===== src/rtl/bfly_pkg.sv =====
package bfly_pkg;

    localparam int BFLY_DW_DEF  = 16;
    localparam int BFLY_LATENCY = 3;

    // Index of each real partial product of W*B
    typedef enum logic [1:0] {
        PROD_RR = 2'd0,   // Wre * Bre
        PROD_II = 2'd1,   // Wim * Bim
        PROD_RI = 2'd2,   // Wre * Bim
        PROD_IR = 2'd3    // Wim * Bre
    } prod_sel_e;

    localparam int PROD_COUNT = 4;

endpackage


===== src/rtl/bfly_round.sv =====
// Rounds one 2*DW-bit signed product back to DW bits, half-up, with the
// single unrepresentable product (-1 * -1) clamped to the positive limit.
module bfly_round #(
    parameter int DW = 16
) (
    input  logic signed [2*DW-1:0] prod_i,
    output logic signed [DW-1:0]   rnd_o
);
    localparam int PW = 2 * DW;
    localparam logic signed [PW-1:0] HALF_LSB =
        {{(DW + 1){1'b0}}, 1'b1, {(DW - 2){1'b0}}};
    localparam logic signed [PW-1:0] PROD_MAX = {2'b01, {(PW - 2){1'b0}}};
    localparam logic signed [DW-1:0] OUT_MAX  = {1'b0, {(DW - 1){1'b1}}};

    logic signed [PW-1:0] biased;

    always_comb begin
        biased = prod_i + HALF_LSB;
        if (prod_i == PROD_MAX) begin
            rnd_o = OUT_MAX;
        end else begin
            rnd_o = DW'(biased >>> (DW - 1));
        end
    end
endmodule


===== src/rtl/bfly_cmul.sv =====
// Two pipeline stages: partial products, then rounding and combination.
module bfly_cmul
    import bfly_pkg::*;
#(
    parameter int DW = 16
) (
    input  logic                 clk,
    input  logic                 rst_n,
    input  logic                 v_i,
    input  logic signed [DW-1:0] b_re_i,
    input  logic signed [DW-1:0] b_im_i,
    input  logic signed [DW-1:0] w_re_i,
    input  logic signed [DW-1:0] w_im_i,
    output logic                 v1_o,
    output logic                 v2_o,
    output logic signed [DW:0]   t_re_o,
    output logic signed [DW:0]   t_im_o
);
    localparam int PW   = 2 * DW;
    localparam int XW   = DW + 1;
    localparam int I_RR = int'(PROD_RR);
    localparam int I_II = int'(PROD_II);
    localparam int I_RI = int'(PROD_RI);
    localparam int I_IR = int'(PROD_IR);

    logic signed [PW-1:0] prod_q [PROD_COUNT];
    logic signed [DW-1:0] rnd_w  [PROD_COUNT];
    logic                 v1_q;
    logic                 v2_q;
    logic signed [XW-1:0] t_re_q;
    logic signed [XW-1:0] t_im_q;
    logic signed [XW-1:0] t_re_d;
    logic signed [XW-1:0] t_im_d;

    // Stage 1: full-precision partial products
    always_ff @(posedge clk) begin
        if (!rst_n) begin
            v1_q <= 1'b0;
            for (int k = 0; k < PROD_COUNT; k++) begin
                prod_q[k] <= '0;
            end
        end else begin
            v1_q <= v_i;
            if (v_i) begin
                prod_q[I_RR] <= w_re_i * b_re_i;
                prod_q[I_II] <= w_im_i * b_im_i;
                prod_q[I_RI] <= w_re_i * b_im_i;
                prod_q[I_IR] <= w_im_i * b_re_i;
            end
        end
    end

    // Each product is rounded to DW bits before it is combined
    for (genvar gi = 0; gi < PROD_COUNT; gi++) begin : g_round
        bfly_round #(.DW(DW)) u_round (
            .prod_i (prod_q[gi]),
            .rnd_o  (rnd_w[gi])
        );
    end

    always_comb begin
        t_re_d = XW'(rnd_w[I_RR]) - XW'(rnd_w[I_II]);
        t_im_d = XW'(rnd_w[I_RI]) + XW'(rnd_w[I_IR]);
    end

    // Stage 2: complex product held at DW+1 bits
    always_ff @(posedge clk) begin
        if (!rst_n) begin
            v2_q   <= 1'b0;
            t_re_q <= '0;
            t_im_q <= '0;
        end else begin
            v2_q <= v1_q;
            if (v1_q) begin
                t_re_q <= t_re_d;
                t_im_q <= t_im_d;
            end
        end
    end

    assign v1_o   = v1_q;
    assign v2_o   = v2_q;
    assign t_re_o = t_re_q;
    assign t_im_o = t_im_q;
endmodule


===== src/rtl/bfly_addsub.sv =====
// Stage 3: halve T, form sum and difference with A/2, clamp to DW bits.
module bfly_addsub #(
    parameter int DW = 16
) (
    input  logic                 clk,
    input  logic                 rst_n,
    input  logic                 v_i,
    input  logic signed [DW-1:0] ah_re_i,
    input  logic signed [DW-1:0] ah_im_i,
    input  logic signed [DW:0]   t_re_i,
    input  logic signed [DW:0]   t_im_i,
    output logic                 v_o,
    output logic signed [DW-1:0] a_re_o,
    output logic signed [DW-1:0] a_im_o,
    output logic signed [DW-1:0] b_re_o,
    output logic signed [DW-1:0] b_im_o
);
    localparam int XW    = DW + 1;
    localparam int NCOMP = 2;   // real, imaginary
    localparam logic signed [XW-1:0] LIM_HI = {2'b00, {(DW - 1){1'b1}}};
    localparam logic signed [XW-1:0] LIM_LO = {2'b11, {(DW - 1){1'b0}}};

    function automatic logic signed [DW-1:0] clamp(input logic signed [XW-1:0] x);
        if (x > LIM_HI) begin
            return LIM_HI[DW-1:0];
        end else if (x < LIM_LO) begin
            return LIM_LO[DW-1:0];
        end
        return x[DW-1:0];
    endfunction

    logic signed [DW-1:0] ah   [NCOMP];
    logic signed [XW-1:0] tt   [NCOMP];
    logic signed [DW-1:0] sum_d[NCOMP];
    logic signed [DW-1:0] dif_d[NCOMP];
    logic signed [DW-1:0] sum_q[NCOMP];
    logic signed [DW-1:0] dif_q[NCOMP];
    logic                 v_q;

    assign ah[0] = ah_re_i;
    assign ah[1] = ah_im_i;
    assign tt[0] = t_re_i;
    assign tt[1] = t_im_i;

    for (genvar gc = 0; gc < NCOMP; gc++) begin : g_comp
        logic signed [XW-1:0] th;
        logic signed [XW-1:0] s_wide;
        logic signed [XW-1:0] d_wide;
        always_comb begin
            th     = tt[gc] >>> 1;
            s_wide = XW'(ah[gc]) + th;
            d_wide = XW'(ah[gc]) - th;
            sum_d[gc] = clamp(s_wide);
            dif_d[gc] = clamp(d_wide);
        end
        always_ff @(posedge clk) begin
            if (!rst_n) begin
                sum_q[gc] <= '0;
                dif_q[gc] <= '0;
            end else if (v_i) begin
                sum_q[gc] <= sum_d[gc];
                dif_q[gc] <= dif_d[gc];
            end
        end
    end

    always_ff @(posedge clk) begin
        if (!rst_n) begin
            v_q <= 1'b0;
        end else begin
            v_q <= v_i;
        end
    end

    assign v_o    = v_q;
    assign a_re_o = sum_q[0];
    assign a_im_o = sum_q[1];
    assign b_re_o = dif_q[0];
    assign b_im_o = dif_q[1];
endmodule


===== src/rtl/bfly_r2_dit.sv =====
module bfly_r2_dit
    import bfly_pkg::*;
#(
    parameter int DW = BFLY_DW_DEF
) (
    input  logic                 clk,
    input  logic                 rst_n,
    input  logic                 in_valid,
    input  logic signed [DW-1:0] in_a_re,
    input  logic signed [DW-1:0] in_a_im,
    input  logic signed [DW-1:0] in_b_re,
    input  logic signed [DW-1:0] in_b_im,
    input  logic signed [DW-1:0] in_w_re,
    input  logic signed [DW-1:0] in_w_im,
    output logic                 out_valid,
    output logic signed [DW-1:0] out_a_re,
    output logic signed [DW-1:0] out_a_im,
    output logic signed [DW-1:0] out_b_re,
    output logic signed [DW-1:0] out_b_im
);
    logic                 v1;
    logic                 v2;
    logic signed [DW:0]   t_re;
    logic signed [DW:0]   t_im;
    logic signed [DW-1:0] ah1_re_q;
    logic signed [DW-1:0] ah1_im_q;
    logic signed [DW-1:0] ah2_re_q;
    logic signed [DW-1:0] ah2_im_q;

    bfly_cmul #(.DW(DW)) u_cmul (
        .clk    (clk),
        .rst_n  (rst_n),
        .v_i    (in_valid),
        .b_re_i (in_b_re),
        .b_im_i (in_b_im),
        .w_re_i (in_w_re),
        .w_im_i (in_w_im),
        .v1_o   (v1),
        .v2_o   (v2),
        .t_re_o (t_re),
        .t_im_o (t_im)
    );

    // A is halved on entry and travels beside the product stages
    always_ff @(posedge clk) begin
        if (!rst_n) begin
            ah1_re_q <= '0;
            ah1_im_q <= '0;
            ah2_re_q <= '0;
            ah2_im_q <= '0;
        end else begin
            if (in_valid) begin
                ah1_re_q <= in_a_re >>> 1;
                ah1_im_q <= in_a_im >>> 1;
            end
            if (v1) begin
                ah2_re_q <= ah1_re_q;
                ah2_im_q <= ah1_im_q;
            end
        end
    end

    bfly_addsub #(.DW(DW)) u_addsub (
        .clk     (clk),
        .rst_n   (rst_n),
        .v_i     (v2),
        .ah_re_i (ah2_re_q),
        .ah_im_i (ah2_im_q),
        .t_re_i  (t_re),
        .t_im_i  (t_im),
        .v_o     (out_valid),
        .a_re_o  (out_a_re),
        .a_im_o  (out_a_im),
        .b_re_o  (out_b_re),
        .b_im_o  (out_b_im)
    );
endmodule


===== config.mk =====
export PLATFORM = sky130hd
export DESIGN_NAME = bfly_r2_dit
export DESIGN_NICKNAME = d
export VERILOG_FILES = /design/src/rtl/bfly_pkg.sv /design/src/rtl/bfly_round.sv /design/src/rtl/bfly_cmul.sv /design/src/rtl/bfly_addsub.sv /design/src/rtl/bfly_r2_dit.sv
export SDC_FILE = /design/constraint.sdc
export NUM_CORES = 2
export LEC_CHECK = 0
export BUFFER_PORTS_ARGS = -buffer_cell sky130_fd_sc_hd__buf_2
export CAP_MARGIN = 20
export CORE_MARGIN = 2
export CORE_UTILIZATION = 40
export DETAILED_ROUTE_END_ITERATION = 7
export GPL_TIMING_DRIVEN = 0
export PLACE_DENSITY = 0.57
export SYNTH_ARGS = -nofsm -noshare
export SYNTH_HDL_FRONTEND = slang
export SYNTH_HIERARCHICAL = 1
export SYNTH_SLANG_ARGS = --single-unit
export TNS_END_PERCENT = 100

===== constraint.sdc =====
create_clock -name clk -period 8.6 [get_ports clk]
set_input_delay 1.29 -clock clk [delete_from_list [all_inputs] [get_ports clk]]
set_output_delay 1.29 -clock clk [all_outputs]
set_load 0.02 [all_outputs]

# Yosys cells after proc, flatten, opt, wreduce, memory -nomap -nowiden
# Memories as Yosys holds them, arrays and structs flattened.
# Index checks and enable logic that the tools add are counted.
[classes]
multipliers = 4
n_bitwise = 8
muxes = 39
eq_ne = 4
addsub = 10
magnitude_cmp = 8
[ops]
columns = ["operator", "count"]
rows = [
  ["two-way mux 16 bit", 20],
  ["equality test 32 bit (second input constant)", 4],
  ["multiplier 16 x 16 -> 32 bit", 4],
  ["two-way mux 32 bit", 4],
  ["adder 31 x 16 -> 31 bit (second input constant)", 4],
  ["greater-than comparator 17 x 16 -> 1 bit (second input constant)", 4],
  ["< comparator 17 x 16 -> 1 bit (second input constant)", 4],
  ["adder 15 x 16 -> 17 bit", 2],
  ["subtractor 15 x 16 -> 17 bit", 2],
  ["adder 16 x 16 -> 17 bit", 1],
  ["subtractor 16 x 16 -> 17 bit", 1],
  ["two-way mux 1 bit", 15],
  ["OR 1 bit", 8],
]
[totals]
output_inout_bits = 65
memories = 3
input_bits = 99
ram_bits = 192
word_cells = 85
register_bits = 97
[mem_list]
columns = ["name", "words", "width", "rd", "rd_ports_with_merged_regs", "write_ports", "line_no", "text"]
rows = [
  ["u_cmul.prod_q", 4, 32, 4, 0, 4, "bfly_cmul.sv:26", "logic signed [PW-1:0] prod_q [PROD_COUNT];"],
  ["u_addsub.dif_q", 2, 16, 2, 0, 2, "bfly_addsub.sv:37", "logic signed [DW-1:0] dif_q[NCOMP];"],
  ["u_addsub.sum_q", 2, 16, 2, 0, 2, "bfly_addsub.sv:36", "logic signed [DW-1:0] sum_q[NCOMP];"],
]

# Depth between registers and ports, before layout
[logic_depth]
word_depth = 6
mapped_depth = 25
depth_no_buf = 24

# By module
# The synthesis kept the hierarchy.
[modules_own_cells]
columns = ["module", "cells_per_inst", "area_per_inst_um2", "instances"]
rows = [
  ["bfly_cmul", 4975, 46522.1, 1],
  ["bfly_addsub", 637, 5920.7, 1],
  ["bfly_r2_dit", 194, 2342.2, 1],
  ["bfly_round", 74, 471.7, 4],
]

# Worst setup path after synthesis
# No wires, ideal clock.
[synth_path]
path_type = "input to register"
startpoint = "in in_b_re[1]"
endpoint = "mem u_cmul/prod_q[0][28] (netlist name), data pin"
setup_ps = 266
path_stages = 21
arrival_ps = 7200
slack_ps = 1134
t_required_ps = 8334
path_buffers = 1
path_cell_list = "clkbuf_1 > nand2_1 > inv_1 > fa_1 > fa_1 > fa_1 > fa_1 > fa_1 > inv_1 > fa_1 > inv_1 > ha_1 > a21o_1 > a221o_1 > a221o_1 > a2111oi_2 > o31ai_1 > and3_1 > a311oi_2 > xor2_1 > nor2_1"
[synth_lines]
columns = ["element", "line_no", "text"]
rows = [
  ["from (decl)", "bfly_r2_dit.sv:11", "input logic signed [DW-1:0] in_b_re,"],
  ["to (decl)", "bfly_cmul.sv:26", ""],
]

==> reports/metrics.yaml <==
run_status: "complete, no violations"
grt_usage_pct: 25.3
finalWirelength_mm: 182
syn_area_sq_mm: 0.0566
slew-limit-headroom_pct: 22.5
grt_setup_unrepaired: "no"
die_w_microns: 380
cts_made_buffers: 35
drt_first_pass_iters: 6
grt_max_degree: 47
end_kind: "register"
ant_nets: 0
drc_errors: 0
routedWlPerCell_microns: 22.1
start_kind: "input port"
drv_cap: 0
syn_area_per_cell_sq_um: 9.29
syn2layout_area_growth_pct: 8.13
setup_ws_ns: 0.172
report.final.slew_viol_count: 0
viasPerCell: 5.14
synth_cells: 6096
fin_worst_skew_ns: 0.0147
final-setup-viol-count: 0
dr.first_iter.drc_count: 2819
overflow: 0
die_h_microns: 380
clock_path_buffers: 3
crit_arrival_ns: 8.70
whs_ns: 0.505
ys_warn_count: 6
hold_viol_final: 0
numClockSinks: 287
initial_core_util_pct: 40.1
cts_tree: "built"
syn-num-nets: 7681
cp_max_fo: 10
worstHoldPathType: "reg -> reg"
die_area_sq_mm: 0.145
finalCritPeriodShare_pct: 98.0
path_class: "in -> reg"
cts-root-buf: "clkbuf_16"
grt_pass1_wl_mm: 275
place.gp.congestion: 0.971
grt_pass1_vias: 44100
clock_latency_ns: 0.54
core_sq_mm: 0.141
worst-slew-pin-transition_ns: 1.16
clkTransAtPathRegs_ns: 0.06
dpl_worst_slack_ns: -1.19
dp_hpwl_mm: 154
rows: 138
fmax_ghz: 0.119
nets: 7890
grt_antenna_before_repair: 21
drive_above_1_share_pct: 5.45
critPathRequiredTime_ns: 8.87
dr_total_vias: 42300
h-tree-depth: 2
period_needed_ns: 8.43
port_buffers: 161
ios: 164
==> through the flow <==
step	util, %	instances	cell area (sq um)	TNS, ns
3_3_place_gp	42.4	8147	59800	-12.09
3_5_place_dp	42.5	8157	59900	-8.85
4_1_cts	43.3	8221	61100	0
6_report	43.4	8226	61200	0
5_1_grt	43.4	8223	61200	0
2_1_floorplan	-	6096	56600	0
==> final timing paths <==
kind	start	to	slack, ns	depth (start not counted)
worst max-delay path	in_b_re[13]	u_cmul/prod_q[0][28]$_SDFFCE_PN0P_	0.17	22
worst min register to register	u_cmul/t_im_o[13]$_SDFFE_PN0P_	u_cmul/t_im_o[13]$_SDFFE_PN0P_	0.50	2
worst max register to register	u_cmul/prod_q[3][27]$_SDFFCE_PN0P_	u_cmul/t_im_o[15]$_SDFFE_PN0P_	4.05	13
worst min-delay path	u_cmul/t_im_o[13]$_SDFFE_PN0P_	u_cmul/t_im_o[13]$_SDFFE_PN0P_	0.50	2
==> state kept, by name (all words and copies together) (netlist names) <==
register,cells
u_cmul/prod_q,128
u_cmul/v1_o,1
ah2_im_q,15
u_addsub/dif_q,32
ah1_im_q,15
u_cmul/t_im_o,16
ah2_re_q,15
u_addsub/v_o,1
ah1_re_q,15
u_cmul/v2_o,1
u_addsub/sum_q,32
u_cmul/t_re_o,16
==> timing repair <==
action	CTS	global route
hold buffers	0	0
resized for setup	6	29
endpoints found under the setup margin	7	8
buffers inserted	0	2
pin swaps	0	0
==> worst max-delay path, stage by stage <==
cell and delay (ns):
buf_2 0.22, clkbuf_1 0.87, nand2_1 0.23, fa_1 0.54, fa_1 0.52, inv_1 0.06, fa_1 0.50, fa_1 0.43
fa_1 0.49, inv_1 0.05, fa_1 0.56, inv_1 0.06, ha_1 0.35, nand3_1 0.27, o221ai_1 0.23, a221o_1 0.41
a2111oi_2 0.39, o31ai_1 0.18, and3_1 0.21, a311oi_2 0.33, xor2_2 0.42, nor2_1 0.11
==> placed cells by master (no fill, tap or decap), types with 20 or more instances in the layout <==
cell type / n
a211oi_1: 27
a21o_1: 80
a21oi_1: 144
a31oi_1: 20
and2_1: 487
and3_1: 34
buf_2: 173
clkbuf_1: 226
clkbuf_16: 36
dfxtp_1: 95
edfxtp_1: 192
fa_1: 1054
ha_1: 432
inv_1: 1300
mux2i_1: 86
nand2_1: 634
nand2b_1: 48
nand3_1: 56
nand4_1: 23
nor2_1: 235
nor2b_1: 98
nor3_1: 79
nor4_1: 32
o21a_1: 40
o21ai_0: 69
o21ai_1: 30
o21bai_1: 20
xnor2_1: 164
xor2_1: 65
==> metal layers <==
| metal | share of wire, % | GRT usage (%) | vias to the layer above |
|---|---|---|---|
| li1 | - | - | 19200 |
| met1 | 42 | 33.2 | 21100 |
| met2 | 45 | 40.6 | 1587 |
| met3 | 8.0 | 5.01 | 386 |
| met4 | 5.3 | 10.9 | 24 |
| met5 | 0.090 | 0 | - |
==> layout make-up <==
| class | count | area [sq um] |
|---|---|---|
| Fill cell | 14000 | 79900 |
| Multi-Input combinational cell | 4231 | 42800 |
| Sequential cell | 287 | 7670 |
| Inverter | 1304 | 4900 |
| Tap cell | 1890 | 2360 |
| Buffer | 273 | 1270 |
| Timing Repair Buffer | 173 | 976 |
| Clock buffer | 45 | 966 |
| Clock inverter | 19 | 209 |
| Antenna cell | 4 | 10.0 |
Power is left out: the tool's default activity adds up to more than one toggle a clock period on the data nets, which glitch-free logic cannot reach.
